==> config.mk <==
export PLATFORM = sky130hd
export DESIGN_NAME = irq_ack_ctrl
export DESIGN_NICKNAME = d
export VERILOG_FILES = /design/src/rtl/irq_ack_pkg.sv /design/src/rtl/prio_pick.sv /design/src/rtl/src_bitmap.sv /design/src/rtl/irq_ack_ctrl.sv
export SDC_FILE = /design/constraint.sdc
export NUM_CORES = 1
export LEC_CHECK = 0
export BUFFER_PORTS_ARGS = -buffer_cell sky130_fd_sc_hd__buf_2
export CORE_AREA = 5 5 191 193
export DETAILED_ROUTE_END_ITERATION = 8
export DIE_AREA = 0 0 196 198
export HOLD_SLACK_MARGIN = 0.05
export PLACE_DENSITY = 0.57
export SYNTH_ARGS = -nofsm -noshare
export SYNTH_HDL_FRONTEND = slang
export SYNTH_SLANG_ARGS = --single-unit
==> constraint.sdc <==
create_clock -name clk -period 29.1 [get_ports clk]
set_input_delay 2.91 -clock clk [delete_from_list [all_inputs] [get_ports clk]]
set_output_delay 2.91 -clock clk [all_outputs]
set_load 0.01 [all_outputs]
==> src/rtl/irq_ack_pkg.sv <==
package irq_ack_pkg;
  localparam int TP_W = 4;
  localparam int DEST_W = 32;

  typedef enum logic [1:0] {
    CMD_IDLE,
    CMD_OFFER,
    CMD_ACK,
    CMD_EOI
  } ack_cmd_e;
endpackage

==> src/rtl/prio_pick.sv <==
// Picks the member with the strictly greatest priority; the lowest index wins a tie.
module prio_pick #(
  parameter int N  = 8,
  parameter int PW = 4,
  localparam int IW = (N > 1) ? $clog2(N) : 1
) (
  input  logic [N-1:0]    member,
  input  logic [N*PW-1:0] prio_flat,
  output logic            any,
  output logic [IW-1:0]   idx,
  output logic [PW-1:0]   top
);
  always_comb begin
    any = 1'b0;
    idx = '0;
    top = '0;
    for (int i = 0; i < N; i++) begin
      if (member[i] && (!any || prio_flat[i*PW +: PW] > top)) begin
        any = 1'b1;
        idx = IW'(i);
        top = prio_flat[i*PW +: PW];
      end
    end
  end
endmodule

==> src/rtl/src_bitmap.sv <==
// One flop per source index with per-bit set and clear enables; a set wins.
module src_bitmap #(
  parameter int N = 8
) (
  input  logic         clk,
  input  logic         rst_n,
  input  logic [N-1:0] set_oh,
  input  logic [N-1:0] clr_oh,
  output logic [N-1:0] q
);
  for (genvar g = 0; g < N; g++) begin : g_bit
    logic en;
    logic d;
    always_comb begin
      en = set_oh[g] | clr_oh[g];
      d  = set_oh[g];
    end
    always_ff @(posedge clk or negedge rst_n) begin
      if (!rst_n)  q[g] <= 1'b0;
      else if (en) q[g] <= d;
    end
  end
endmodule

==> src/rtl/irq_ack_ctrl.sv <==
module irq_ack_ctrl
  import irq_ack_pkg::*;
#(
  parameter int N       = 8,
  parameter int PW      = 4,
  parameter int VEC_W   = 16,
  parameter int SPUR_W  = 8,
  parameter int CPU_IDX = 0,
  parameter bit CRIT_EN = 1'b1,
  localparam int IW = (N > 1) ? $clog2(N) : 1
) (
  input  logic              clk,
  input  logic              rst_n,
  input  logic              offer_valid,
  input  logic [IW-1:0]     offer_idx,
  output logic              offer_missed,
  input  logic [N*PW-1:0]   src_prio,
  input  logic [N*VEC_W-1:0] src_vec,
  input  logic [N-1:0]      src_level,
  input  logic [N-1:0]      src_active,
  input  logic [N*32-1:0]   src_dest,
  output logic [N-1:0]      act_set,
  output logic [N-1:0]      act_clr,
  input  logic              tp_we,
  input  logic [3:0]        tp_wdata,
  output logic [3:0]        task_prio,
  input  logic              spur_we,
  input  logic [VEC_W-1:0]  spur_wdata,
  input  logic              ack_rd,
  output logic [VEC_W-1:0]  ack_vec,
  input  logic              eoi_we,
  output logic              irq_out,
  output logic              crit_out
);
  localparam int CRIT_BIT = 30 - CPU_IDX;
  localparam int CMPW     = (PW > TP_W) ? PW : TP_W;

  // Per-source views of the flat table buses
  logic [PW-1:0]    prio_a [N];
  logic [VEC_W-1:0] vec_a  [N];
  logic [N-1:0]     crit_a;
  for (genvar g = 0; g < N; g++) begin : g_src
    assign prio_a[g] = src_prio[g*PW +: PW];
    assign vec_a[g]  = src_vec[g*VEC_W +: VEC_W];
    if (CRIT_EN) begin : g_crit
      assign crit_a[g] = src_dest[g*DEST_W + CRIT_BIT];
    end else begin : g_nocrit
      assign crit_a[g] = 1'b0;
    end
  end
  logic dest_unused;
  assign dest_unused = ^{src_dest, spur_wdata};

  // State
  logic [N-1:0]      pend_q, serv_q;
  logic [N-1:0]      pend_set, pend_clr, serv_set, serv_clr;
  logic [TP_W-1:0]   tp_q;
  logic [SPUR_W-1:0] spur_q;
  logic              irq_q, crit_q, irq_d, crit_d;

  src_bitmap #(.N(N)) u_pend (.clk(clk), .rst_n(rst_n), .set_oh(pend_set), .clr_oh(pend_clr), .q(pend_q));
  src_bitmap #(.N(N)) u_serv (.clk(clk), .rst_n(rst_n), .set_oh(serv_set), .clr_oh(serv_clr), .q(serv_q));

  // Priority selection
  logic          p_any, s_any, s2_any;
  logic [IW-1:0] p_idx, s_idx, s2_idx;
  logic [PW-1:0] p_top, s_top, s2_top;
  logic [N-1:0]  s_oh;

  prio_pick #(.N(N), .PW(PW)) u_pick_pend (.member(pend_q), .prio_flat(src_prio), .any(p_any), .idx(p_idx), .top(p_top));
  prio_pick #(.N(N), .PW(PW)) u_pick_serv (.member(serv_q), .prio_flat(src_prio), .any(s_any), .idx(s_idx), .top(s_top));
  assign s_oh = s_any ? (N'(1) << s_idx) : '0;
  prio_pick #(.N(N), .PW(PW)) u_pick_next (.member(serv_q & ~s_oh), .prio_flat(src_prio), .any(s2_any), .idx(s2_idx), .top(s2_top));

  logic s2_unused;
  assign s2_unused = s2_any ^ (^s2_idx);

  // Command decode: acknowledge, then end-of-interrupt, then offer
  ack_cmd_e cmd;
  always_comb begin
    if (ack_rd)           cmd = CMD_ACK;
    else if (eoi_we)      cmd = CMD_EOI;
    else if (offer_valid) cmd = CMD_OFFER;
    else                  cmd = CMD_IDLE;
  end

  logic [PW-1:0]    off_prio;
  logic [VEC_W-1:0] spur_vec;
  assign off_prio = prio_a[offer_idx];
  assign spur_vec = VEC_W'(spur_q);

  // Next-state logic
  always_comb begin
    pend_set     = '0;
    pend_clr     = '0;
    serv_set     = '0;
    serv_clr     = '0;
    act_set      = '0;
    act_clr      = '0;
    offer_missed = 1'b0;
    ack_vec      = '0;
    irq_d        = irq_q;
    crit_d       = crit_q;
    unique case (cmd)
      CMD_OFFER: begin
        if (CMPW'(off_prio) > CMPW'(tp_q)) begin
          if (pend_q[offer_idx]) begin
            offer_missed = 1'b1;
          end else begin
            act_set[offer_idx]  = 1'b1;
            pend_set[offer_idx] = 1'b1;
            if (off_prio >= p_top && off_prio > s_top) begin
              if (crit_a[offer_idx]) crit_d = 1'b1;
              else                   irq_d  = 1'b1;
            end
          end
        end
      end
      CMD_ACK: begin
        irq_d  = 1'b0;
        crit_d = 1'b0;
        ack_vec = spur_vec;
        if (p_any) begin
          pend_clr[p_idx] = 1'b1;
          if (!src_active[p_idx] || CMPW'(p_top) <= CMPW'(tp_q)) begin
            act_clr[p_idx] = 1'b1;
          end else begin
            serv_set[p_idx] = 1'b1;
            ack_vec = vec_a[p_idx];
            if (!src_level[p_idx]) act_clr[p_idx] = 1'b1;
          end
        end
      end
      CMD_EOI: begin
        serv_clr = s_oh;
        if (p_any && p_top > s2_top) begin
          if (crit_a[p_idx]) crit_d = 1'b1;
          else               irq_d  = 1'b1;
        end
      end
      default: ;
    endcase
  end

  // Registers
  always_ff @(posedge clk or negedge rst_n) begin
    if (!rst_n) begin
      tp_q   <= '1;
      spur_q <= '1;
      irq_q  <= 1'b0;
      crit_q <= 1'b0;
    end else begin
      if (tp_we)   tp_q   <= tp_wdata;
      if (spur_we) spur_q <= spur_wdata[SPUR_W-1:0];
      irq_q  <= irq_d;
      crit_q <= crit_d;
    end
  end

  assign task_prio = tp_q;
  assign irq_out   = irq_q;
  assign crit_out  = crit_q;
endmodule

# Yosys cells after proc, flatten, opt, wreduce, memory -nomap -nowiden
# Index checks and enable logic that the tools add are counted.
[totals]
reg_bits = 30
in_bits = 462
[op_classes]
magnitude_cmp = 32
n_eq_ne = 11
shifts = 1
muxes = 118
n_bitwise = 20
n_reduce_logical = 72
[ops]
columns = ["operator", "n"]
rows = [
  ["2-to-1 mux 8 bit", 14],
  ["2-to-1 mux 4 bit", 26],
  ["greater-than comparator 4 bit", 24],
  ["2-to-1 mux 16 bit", 5],
  ["binary-select mux 16 bit (select 3 bit)", 1],
  ["2-to-1 mux 1 bit", 48],
  ["logical AND 1 bit", 25],
  ["2-to-1 mux 3 bit", 8],
  ["zero test 1 bit", 22],
  ["logical OR 1 bit", 22],
  ["!= test 2 bit, second input constant", 8],
  ["bitwise OR 1 bit", 16],
  ["binary-select mux 1 bit (select 3 bit)", 5],
  ["AND reduction 7 bit", 2],
  ["binary-select mux 4 bit (select 3 bit)", 1],
  ["2-to-1 mux 2 bit", 6],
  ["AND 8 bit", 1],
  ["greater-or-equal comparator 4 bit, second input constant", 2],
  ["less-than comparator 3 x 4 -> 1 bit, second input constant", 2],
  ["NOT 3 -> 4 bit", 2],
  ["NOT 8 bit", 1],
  ["<< shifter 1 x 3 -> 8 bit, first input constant", 1],
  ["demux 1 bit (select 3 bit)", 2],
  ["greater-or-equal comparator 3 x 1 -> 1 bit, second input constant", 2],
  ["other kinds (6)", 8],
]

# Longest topological paths before layout
# Gate-level depths: netlist of run 1.
[logic_depth]
ltp_word = 66
ltp_mapped = 131
ltp_nobuf = 127

# By module
# Synthesis of run 1 repeated with hierarchy kept, for this count alone.
[hier_totals]
cells_unflattened = 1006
area_unflattened_um2 = 8295.5
[by_module_without_submodules]
columns = ["module", "n_inst", "cells_per_inst", "area_each_um2", "seq_area_each_um2"]
rows = [
  ["prio_pick", 3, 206, 1515.2, 0.0],
  ["irq_ack_ctrl", 1, 340, 3169.3, 365.4],
  ["src_bitmap", 2, 24, 290.3, 200.2],
]

# Worst setup path before layout of run 1
# Ideal clock, no wire load.
[synth_timing]
path_kind = "input to register"
from = "input port src_prio[1]"
to = "register irq_q, in the netlist irq_out"
setup_time_ps = 133
arrival_ps = 22682
t_required_ps = 28967
slack_ps = 6285
cell_stages = 120
n_path_buf = 2
path_cell_list = "nand2_1 > ha_1 > nor2b_1 > o211ai_1 > a311o_1 > nand3_1 > o21ai_0 > inv_1 > ha_1 > nor2b_1 > o211ai_1 > a31o_1 > mux2_2 > inv_1 > ha_1 > nor2b_1 > o211ai_1 > a31oi_1 > [... 84 more ...] > o21ai_1 > ha_1 > nor2b_1 > o21ai_0 > nand2b_1 > a21oi_1 > a41o_1 > o21ai_0 > and3_1 > a22oi_1 > ha_1 > nor2b_1 > o21a_1 > o21a_1 > o2111ai_1 > a21o_1 > a211o_1 > o21ai_0"
[synth_between]
elab_chain_len = 66
elab_cells_between_ends = 161
cone_classes = "25 x order compare; 4 x eq/ne; 1 x shift; 65 x mux; 2 x bitwise; 64 x reduce/logical"
[synth_lines]
columns = ["element", "line", "rtl"]
rows = [
  ["from (decl)", "irq_ack_ctrl.sv:17", "input logic [N*PW-1:0] src_prio,"],
  ["2-to-1 mux 4 bit", "prio_pick.sv:18", "if (member[i] && (!any || prio_flat[i*PW +: PW] > top)) begin"],
  ["greater-than comparator 4 bit", "prio_pick.sv:18", ""],
  ["logical OR 1 bit", "prio_pick.sv:18", ""],
  ["logical AND 1 bit", "prio_pick.sv:18", ""],
  ["2-to-1 mux 4 bit or 2-to-1 mux 1 bit (tied branches)", "prio_pick.sv:18", ""],
  ["greater-than comparator 4 bit or zero test 1 bit (tied branches)", "prio_pick.sv:18", ""],
  ["logical OR 1 bit", "prio_pick.sv:18", ""],
  ["logical AND 1 bit", "prio_pick.sv:18", ""],
  ["[... 50 more ...]", "n/a", ""],
  ["greater-than comparator 4 bit or zero test 1 bit (tied branches)", "prio_pick.sv:18", ""],
  ["logical OR 1 bit", "prio_pick.sv:18", ""],
  ["logical AND 1 bit", "prio_pick.sv:18", ""],
  ["2-to-1 mux 4 bit", "prio_pick.sv:18", ""],
  ["greater-than comparator 4 bit", "irq_ack_ctrl.sv:136", "if (p_any && p_top > s2_top) begin"],
  ["logical AND 1 bit", "irq_ack_ctrl.sv:136", ""],
  ["!= test 2 bit (no source line)", "n/a", ""],
  ["AND reduction 7 bit (no source line) *", "n/a", ""],
  ["to (signal assigned)", "irq_ack_ctrl.sv:155", "irq_q <= irq_d;"],
  ["to (decl)", "irq_ack_ctrl.sv:59", "logic irq_q, crit_q, irq_d, crit_d;"],
]
# Mark *: on every way between the ends. The rest lies on a longest branch, timed or not. The select of a mux whose other input is x is not followed.
# A chain may end at the register's enable or synchronous reset.

# Worst setup path in the final report of run 1
# Ends and elaborated chain as after synthesis.

==> impl_metrics.ini, run 1 <==
[status]
status = finished, final reports clean

[clock_network]
clkLatencyLatePin_ns = 0.28
cts_setup_buffers = 0
ctsHoldBuffers = 0
cts_max_path_buffers = 2
cts_buffers = 5
clk_pin_slew_ns = 0.06
cts_tree = yes
cts_root_buf = clkbuf_16
cts.sink_count = 30
htree_levels = 2
cts_resized = 0

[critical_path]
start_kind = input port
slowest_delay_ns = 0.58
critPathMaxFanout = 9
path_class = input port to register
cp-end-kind = register
worst_ep_arrival_time_ns = 26.96
cp_common_cell = o21ai_0
critPathSlowestCell = a311oi_1
crit_required_ns = 29.24

[routing]
avgViaCountPerCell = 5.20
drtAntennaViolNets = 0
vias = 8281
drtPass1Iterations = 5
route.detailed.drc = 0
dr.first_iter.drc_count = 748
wl_mm = 31.4
wl_per_cell_um = 19.7

[sta]
fin_crit_ns = 26.81
max_freq_mhz = 37.3
hold_slack_ns = 0.528
setup_viol = 0
setup_tns_ns = 0
hold_viol = 0
fin_worst_skew_ns = 0.00466
worstMarginPinSlew_ns = 0.966
slew_violations = 0
slew_headroom = 0.354
rsz0062_at_grt = no
finalCritPeriodShare = 0.921

[final_layout]
multi_input_area_um2 = 6000
syn_to_final_growth_pct = 26.3
post_layout_nonfiller_instances = 1594
seqCellArea_um2 = 766
nFillCells = 3838
layout-drive-gt1-share = 0.305
final_nets = 1697

[floorplan]
die_w_um = 196
rows = 68
start_util = 0.208
die_area_um2 = 38800
io_pins = 501
core_area_um2 = 34400
die_h_um = 198

[global_routing]
antenna_found_initial = 11
grt_pass1_wl_mm = 46.4
grt_overflow_total = 0
grt_pass1_vias = 8173
grt.total_usage = 0.150
grt_max_degree = 33

[yosys]
yosys-top-cells-count = 102 x ha_1, 70 x nand2_1, 64 x a21oi_1
synth.area.top_cells = ha_1 18%, mux2i_1 7.8%, mux2_2 6.8%
synth-main-ff-cell = dfrtp_1
synth.distinct_cells = 85
synth_top_area_share = 0.178
avgSynthCellArea_um2 = 7.82
ys_seq_area_frac = 0.107
synth_most_common_cell = ha_1
ys_ff_latch = 30
synthCells = 915
yosysWarningCount = 0
synth_edf_count = 0
ys_async_sr_fraction = 1.00
synth_top_area_cell = ha_1
synthesis.nets = 1479
synth_area_um2 = 7150

[placement]
io_buffer_count = 244
hpwl_mm = 26.9
post-place-cells = 1581
gp_congestion = 0.916

[job]
cap_viol_max_count = 0

[worst_hold_path]
hp-class = register to register
## routing by layer
| layer | GRT usage | up-vias | part of all wire |
|---|---|---|---|
| li1 | - | 3956 | - |
| met1 | 0.202 | 3892 | 0.44 |
| met2 | 0.245 | 362 | 0.45 |
| met3 | 0.0335 | 59 | 0.079 |
| met4 | 0.0378 | 12 | 0.024 |
| met5 | 0 | - | 0.0022 |
## metrics by stage
step	utilization	setup slack, ns	instance area (µm²)
after CTS	0.263	2.49	9030
final	0.263	2.29	9040
after detailed placement	0.257	2.33	8840
after global routing	0.263	0.161	9030
after global placement	0.257	2.67	8840
after floorplan	-	6.28	7150
## registers in the layout (all words and copies together) (netlist names)
name,cells
crit_out,1
irq_out,1
spur_q,8
task_prio,4
u_pend.q,8
u_serv.q,8
## worst max-delay path, delay by kind of cell
family | cells | cell delay [ns]
simple gates | 30 | 4.24
compound gates | 62 | 12.82
mux | 5 | 1.88
buf+inv | 8 | 0.76
fa+ha+maj | 15 | 4.35
## logic make-up (layout without fill, tap and decap cells)
| logic type | Yosys count | after routing | synth area share |
|---|---|---|---|
| AOI/OAI and AO/OA | 324 | 324 | 0.308 |
| buffers and inverters | 101 | 320 | 0.0577 |
| adders and majority gates | 102 | 102 | 0.178 |
| other | 0 | 5 | 0 |
| DFF | 30 | 30 | 0.107 |
| and+or+nand+nor | 250 | 250 | 0.177 |
| muxes | 108 | 108 | 0.172 |
## path summary, 6_finish.rpt
kind,cells past startpoint,to,slack [ns],start
max in group asynchronous,1,irq_out$_DFFE_PN0P_,25.92,rst_n
max reg2reg,119,irq_out$_DFFE_PN0P_,4.20,u_serv.q[0]$_DFFE_PN0P_
min,1,u_pend.q[4]$_DFFE_PN0P_,0.53,u_pend.q[4]$_DFFE_PN0P_
min in group asynchronous,1,u_pend.q[0]$_DFFE_PN0P_,2.69,rst_n
min reg2reg,1,u_pend.q[4]$_DFFE_PN0P_,0.53,u_pend.q[4]$_DFFE_PN0P_
max,120,irq_out$_DFFE_PN0P_,2.29,src_prio[1]
## cell usage in the layout, fill, tap and decap left out, types with 7 or more instances in the layout
cell type	count
mux2i_1	56
o22ai_1	29
dfstp_2	12
and3_1	7
dfrtp_1	18
a21boi_1	10
o21ai_1	12
nand4_1	14
buf_2	244
nor2_1	48
a22oi_1	13
mux4_2	7
a21oi_1	63
o21ai_0	55
o21a_1	20
mux2_2	43
inv_1	59
buf_4	8
nor2b_1	27
nand2_1	70
a211oi_1	21
nor3_1	9
nand2b_1	15
ha_1	102
a21o_1	15
nand3_1	25
o211ai_1	13
## final cells by class
type                       count  share of cell area
multi-input combinational    784               0.663
timing repair buffer         252               0.142
sequential                    30              0.0847
tap                          455              0.0630
inverter                      60              0.0249
clock buffer                   5              0.0138
clock inverter                 3             0.00706
antenna                        5             0.00138
Power of run 1 is not shown: default switching activity piles up to over one toggle a cycle in this logic, so the estimate is an artifact.
==> inputs of run 2 (changes only) <==
--- a/config.mk
+++ b/config.mk
@@ -6,11 +6,12 @@
 export NUM_CORES = 1
 export LEC_CHECK = 0
 export BUFFER_PORTS_ARGS = -buffer_cell sky130_fd_sc_hd__buf_2
-export CORE_AREA = 5 5 191 193
+export CORE_AREA = 2 2 194 196
+export CTS_CLUSTER_SIZE = 16
 export DETAILED_ROUTE_END_ITERATION = 8
 export DIE_AREA = 0 0 196 198
 export HOLD_SLACK_MARGIN = 0.05
-export PLACE_DENSITY = 0.57
+export PLACE_DENSITY = 0.55
 export SYNTH_ARGS = -nofsm -noshare
 export SYNTH_HDL_FRONTEND = slang
 export SYNTH_SLANG_ARGS = --single-unit
==> constraint.sdc (replaced) <==
create_clock -name clk -period 32.6 [get_ports clk]
set_input_delay 3.26 -clock clk [delete_from_list [all_inputs] [get_ports clk]]
set_output_delay 3.26 -clock clk [all_outputs]
set_load 0.01 [all_outputs]
==> impl_metrics.ini, run 2 (synthesis results as in run 1) <==
[critical_path]
cp_common_cell = o21ai_0
worst_ep_arrival_time_ns = 27.47
rr_endpoint = irq_out$_DFFE_PN0P_
start_kind = input port
regToRegSetupSlack_ns = 7.58
slowest_delay_ns = 0.65
timing.rr.start = u_serv.q[0]$_DFFE_PN0P_
ff2ff_path_depth = 119
critPathSlowestCell = a311oi_1
critPathMaxFanout = 9
path_class = input port to register
cp-end-kind = register
crit_required_ns = 32.74

[routing]
routed-wl-met3_mm = 2.33
wl_per_cell_um = 19.2
wl_met2_mm = 13.5
met1_length_mm = 14.4
dr.first_iter.drc_count = 645
avgViaCountPerCell = 5.14
drtPass1Iterations = 5
drtAntennaViolNets = 0
vias = 8268
route.detailed.drc = 0
top_layer = met5
wl_mm = 31.0

[sta]
setup_tns_ns = 0
hold_viol = 0
finalCritPeriodShare = 0.838
worstMarginPinSlew_ns = 1.06
max_freq_mhz = 36.6
fin_crit_ns = 27.33
rsz0062_at_grt = no
slew_violations = 0
setup_viol = 0
fin_worst_skew_ns = 0.00526
slew_headroom = 0.289

[floorplan]
die_h_um = 198
die_area_um2 = 38800
io_pins = 501
core_area_um2 = 37000
start_util = 0.194
die_w_um = 196
rows = 71

[global_routing]
grt_pass1_vias = 8002
grt.total_usage = 0.155
grt_pass1_wl_mm = 46.9
grt_max_degree = 45
grt_overflow_total = 0
antenna_found_initial = 3

[placement]
gp_congestion = 0.874
hpwl_mm = 26.3
io_buffer_count = 244

[clock_network]
cts.sink_count = 30
cts_tree = yes
cts_setup_buffers = 0
cts_root_buf = clkbuf_16
cts_max_path_buffers = 2
cts_buffers = 5
htree_levels = 2
ctsHoldBuffers = 0
clk_pin_slew_ns = 0.06
clkLatencyLatePin_ns = 0.28
cts_resized = 0

[final_layout]
top_regs = spur_q x8, u_pend.q x8, u_serv.q x8
nFillCells = 4167
seqCellArea_um2 = 766
mostFrequentLayoutCell = buf_2
multi_input_area_um2 = 6000
final_cell_mix = 244 x buf_2, 102 x ha_1, 70 x nand2_1
final_nets = 1698
layout-drive-gt1-share = 0.306
syn_to_final_growth_pct = 26.6

[job]
cap_viol_max_count = 0

[worst_hold_path]
hold_depth = 1
hold_start = u_pend.q[4]$_DFFE_PN0P_
holdPathEnd = u_pend.q[4]$_DFFE_PN0P_
hp-class = register to register

[status]
status = finished, final reports clean
## run 2: cell types whose count changed in the layout (fill, tap and decap cells not counted)
cell,before,now
diode_2,5,1
buf_4,8,9
## run 2: per-stage QoR
stage                      util  area (µm²)  std cells  setup WS (ns)  hold slack [ns]
final                     0.245        9060       1610           5.27            0.530
after global routing      0.245        9060       1610           2.80            0.572
after CTS                 0.245        9060       1609           5.63            0.534
after detailed placement  0.240        8870       1601           5.45            0.526
after global placement    0.240        8870       1601           5.63            0.520
after floorplan               -        7150        915           9.43            0.482
## run 2: metal layers
layer | GRT usage | up-vias
li1 | - | 3951
met1 | 0.214 | 3937
met2 | 0.243 | 330
met3 | 0.0322 | 46
met4 | 0.0449 | 4
met5 | 0 | -
## run 2: cell type report
| class | count | share of cell area |
|---|---|---|
| clock inverters | 3 | 0.00704 |
| diodes | 1 | 0.000276 |
| inverters | 60 | 0.0249 |
| well taps | 474 | 0.0655 |
| clock buffers | 5 | 0.0138 |
| repair buffers | 253 | 0.142 |
| flip-flops and latches | 30 | 0.0845 |
| multi-input cells | 784 | 0.662 |
## run 2: worst max path at each step
stage | from | endpoint | slack [ns] | cells past startpoint
final | src_prio[1] | irq_out$_DFFE_PN0P_ | 5.27 | 120
after global routing | src_prio[1] | irq_out$_DFFE_PN0P_ | 2.80 | 120
after CTS | src_prio[1] | irq_out$_DFFE_PN0P_ | 5.63 | 120
after detailed placement | src_prio[1] | irq_out$_DFFE_PN0P_ | 5.45 | 121
after global placement | src_prio[1] | irq_out$_DFFE_PN0P_ | 5.63 | 119
after floorplan | src_prio[1] | irq_out$_DFFE_PN0P_ | 9.43 | 120
## run 2: worst max-delay path: cells and delay by family
family | cells | cell delay (ns)
fa+ha+maj | 15 | 4.35
buf+inv | 8 | 0.78
simple gates | 30 | 4.21
compound gates | 62 | 12.98
mux | 5 | 1.86
Power of run 2 is left out for the same reason.
==> inputs of run 3 (changes only) <==
--- a/config.mk
+++ b/config.mk
@@ -5,13 +5,14 @@
 export SDC_FILE = /design/constraint.sdc
 export NUM_CORES = 1
 export LEC_CHECK = 0
+export ABC_AREA = 1
 export BUFFER_PORTS_ARGS = -buffer_cell sky130_fd_sc_hd__buf_2
-export CORE_AREA = 2 2 194 196
+export CORE_AREA = 2 2 195 197
 export CTS_CLUSTER_SIZE = 16
 export DETAILED_ROUTE_END_ITERATION = 8
-export DIE_AREA = 0 0 196 198
+export DIE_AREA = 0 0 197 199
 export HOLD_SLACK_MARGIN = 0.05
-export PLACE_DENSITY = 0.55
+export PLACE_DENSITY = 0.54
 export SYNTH_ARGS = -nofsm -noshare
 export SYNTH_HDL_FRONTEND = slang
 export SYNTH_SLANG_ARGS = --single-unit
==> constraint.sdc (replaced) <==
create_clock -name clk -period 27.2 [get_ports clk]
set_input_delay 2.72 -clock clk [delete_from_list [all_inputs] [get_ports clk]]
set_output_delay 2.72 -clock clk [all_outputs]
set_load 0.01 [all_outputs]
==> impl_metrics.ini, run 3 <==
[status]
status = finished, final reports clean

[sta]
worstMarginPinSlew_ns = 1.02
hold_slack_ns = 0.483
hold_viol = 0
max_freq_mhz = 48.9
rsz0062_at_grt = no
fin_crit_ns = 20.46
finalCritPeriodShare = 0.752
slew_violations = 0
setup_viol = 0
fin_worst_skew_ns = 0.0141
slew_headroom = 0.322
setup_tns_ns = 0

[floorplan]
start_util = 0.184
die_h_um = 199
core_area_um2 = 37100
rows = 71
die_w_um = 197
io_pins = 501
die_area_um2 = 39200

[yosys]
synth.distinct_cells = 55
yosys-top-cells-count = 280 x nand2_1, 128 x inv_1, 103 x o21ai_0
synth_edf_count = 0
synth.area.top_cells = ha_1 19%, nand2_1 15%, o21ai_0 7.5%
avgSynthCellArea_um2 = 6.16
synth_area_um2 = 6830
ys_ff_latch = 30
ys_seq_area_frac = 0.112
synth-main-ff-cell = dfrtp_1
synthCells = 1108
synth_top_area_share = 0.187
synthesis.nets = 1672
yosysWarningCount = 0
synth_top_area_cell = ha_1
synth_most_common_cell = nand2_1
ys_async_sr_fraction = 1.00

[global_routing]
grt_pass1_wl_mm = 51.4
grt_overflow_total = 0
grt_util_met2 = 0.278
grt-busiest-layer = met2
grt.total_usage = 0.177
grt_pass1_vias = 8337
grt_max_degree = 58
grtUsageMet3 = 0.0392
antenna_found_initial = 10
grtUsageMet1 = 0.245

[worst_hold_path]
hold_start = spur_q[0]$_DFFE_PN1P_
hp-class = register to register

[final_layout]
top_regs = spur_q x8, u_pend.q x8, u_serv.q x8
syn_to_final_growth_pct = 26.8
post_layout_nonfiller_instances = 1805
nFillCells = 4331
final_nets = 1891
mostFrequentLayoutCell = nand2_1
layout-drive-gt1-share = 0.249
final_cell_mix = 279 x nand2_1, 244 x buf_2, 127 x inv_1

[clock_network]
cts.sink_count = 30
cts_buffers = 5
cts_tree = yes
cts_resized = 0
cts_root_buf = clkbuf_16
cts_max_path_buffers = 2
ctsHoldBuffers = 0
htree_levels = 2
clk_pin_slew_ns = 0.05
cts_setup_buffers = 0
clkLatencyLatePin_ns = 0.29

[critical_path]
worstSetupStartpoint = src_prio[3]
crit_required_ns = 27.41
cp-end-kind = register
slowest_delay_ns = 0.38
start_kind = input port
path_class = input port to register
cp_common_cell = nand2_1
critPathMaxFanout = 14
timing.rr.start = u_serv.q[0]$_DFFE_PN0P_
critPathSlowestCell = nand2_1
worst_ep_arrival_time_ns = 20.67

[routing]
dr.first_iter.drc_count = 603
avgViaCountPerCell = 4.86
vias = 8776
route.detailed.drc = 0
drtAntennaViolNets = 0
wl_mm = 35.6
drtPass1Iterations = 5
wl_per_cell_um = 19.7

[placement]
hpwl_mm = 30.7
io_buffer_count = 244
post-place-cells = 1794
gp_congestion = 0.933

[job]
cap_viol_max_count = 0
[run 3: changes by cell type after synthesis, moves of 16 or more]
cell,change
nor3_1,+30
mux2i_1,-56
o21ai_0,+48
o21bai_1,+18
nor2b_1,-27
inv_1,+69
o21a_1,-17
nand2_1,+210
o22ai_1,+21
nor2_1,+16
mux2_2,-42
nand3_1,+16
[run 3: cell families (layout without fill, tap and decap cells)]
kind of cell,Yosys count,after routing,synth area share
AOI/OAI and AO/OA,303,303,0.269
other,0,3,0
muxes,1,1,0.00165
DFF,30,30,0.112
buffers and inverters,177,397,0.102
and+or+nand+nor,495,495,0.329
adders and majority gates,102,102,0.187
[run 3: per-layer routing]
layer / share of wire / routed length, µm
met1: 0.46 / 16300
met5: 0.00090 / 32
met3: 0.094 / 3350
met2: 0.42 / 15000
met4: 0.024 / 841
[run 3: final timing paths]
| kind | slack, ns | cells after the start | to |
|---|---|---|---|
| min in group asynchronous | 2.55 | 1 | u_serv.q[7]$_DFFE_PN0P_ |
| hold reg to reg | 0.48 | 2 | spur_q[0]$_DFFE_PN1P_ |
| hold / removal | 0.48 | 2 | spur_q[0]$_DFFE_PN1P_ |
| setup / recovery | 6.74 | 146 | crit_out$_DFFE_PN0P_ |
| setup reg to reg | 8.73 | 145 | crit_out$_DFFE_PN0P_ |
| max in group asynchronous | 24.11 | 1 | u_pend.q[0]$_DFFE_PN0P_ |
[run 3: worst max-delay path, delay by kind of cell]
| family | cells | cell delay (ns) |
|---|---|---|
| AND/OR/NAND/NOR | 82 | 7.51 |
| AO/OA/AOI/OAI | 36 | 5.13 |
| adder cells (fa/ha/maj) | 15 | 4.40 |
| buffers and inverters | 13 | 0.86 |
[run 3: through the flow]
stage	utilization	setup slack [ns]	instance area (µm²)
finish	0.233	6.74	8660
global route	0.233	4.61	8660
CTS	0.233	6.77	8650
detailed placement	0.229	6.55	8510
global placement	0.229	6.88	8510
floorplan	-	9.30	6830
[run 3: layout make-up]
type	instances	area, µm²	share of cell area
diodes	3	7.51	0.000867
clock buffers	8	146	0.0169
inverters	143	543	0.0627
multi-input cells	901	5370	0.620
flip-flops and latches	30	766	0.0884
well taps	474	593	0.0685
repair buffers	246	1240	0.143
Power of run 3 is left out for the same reason.
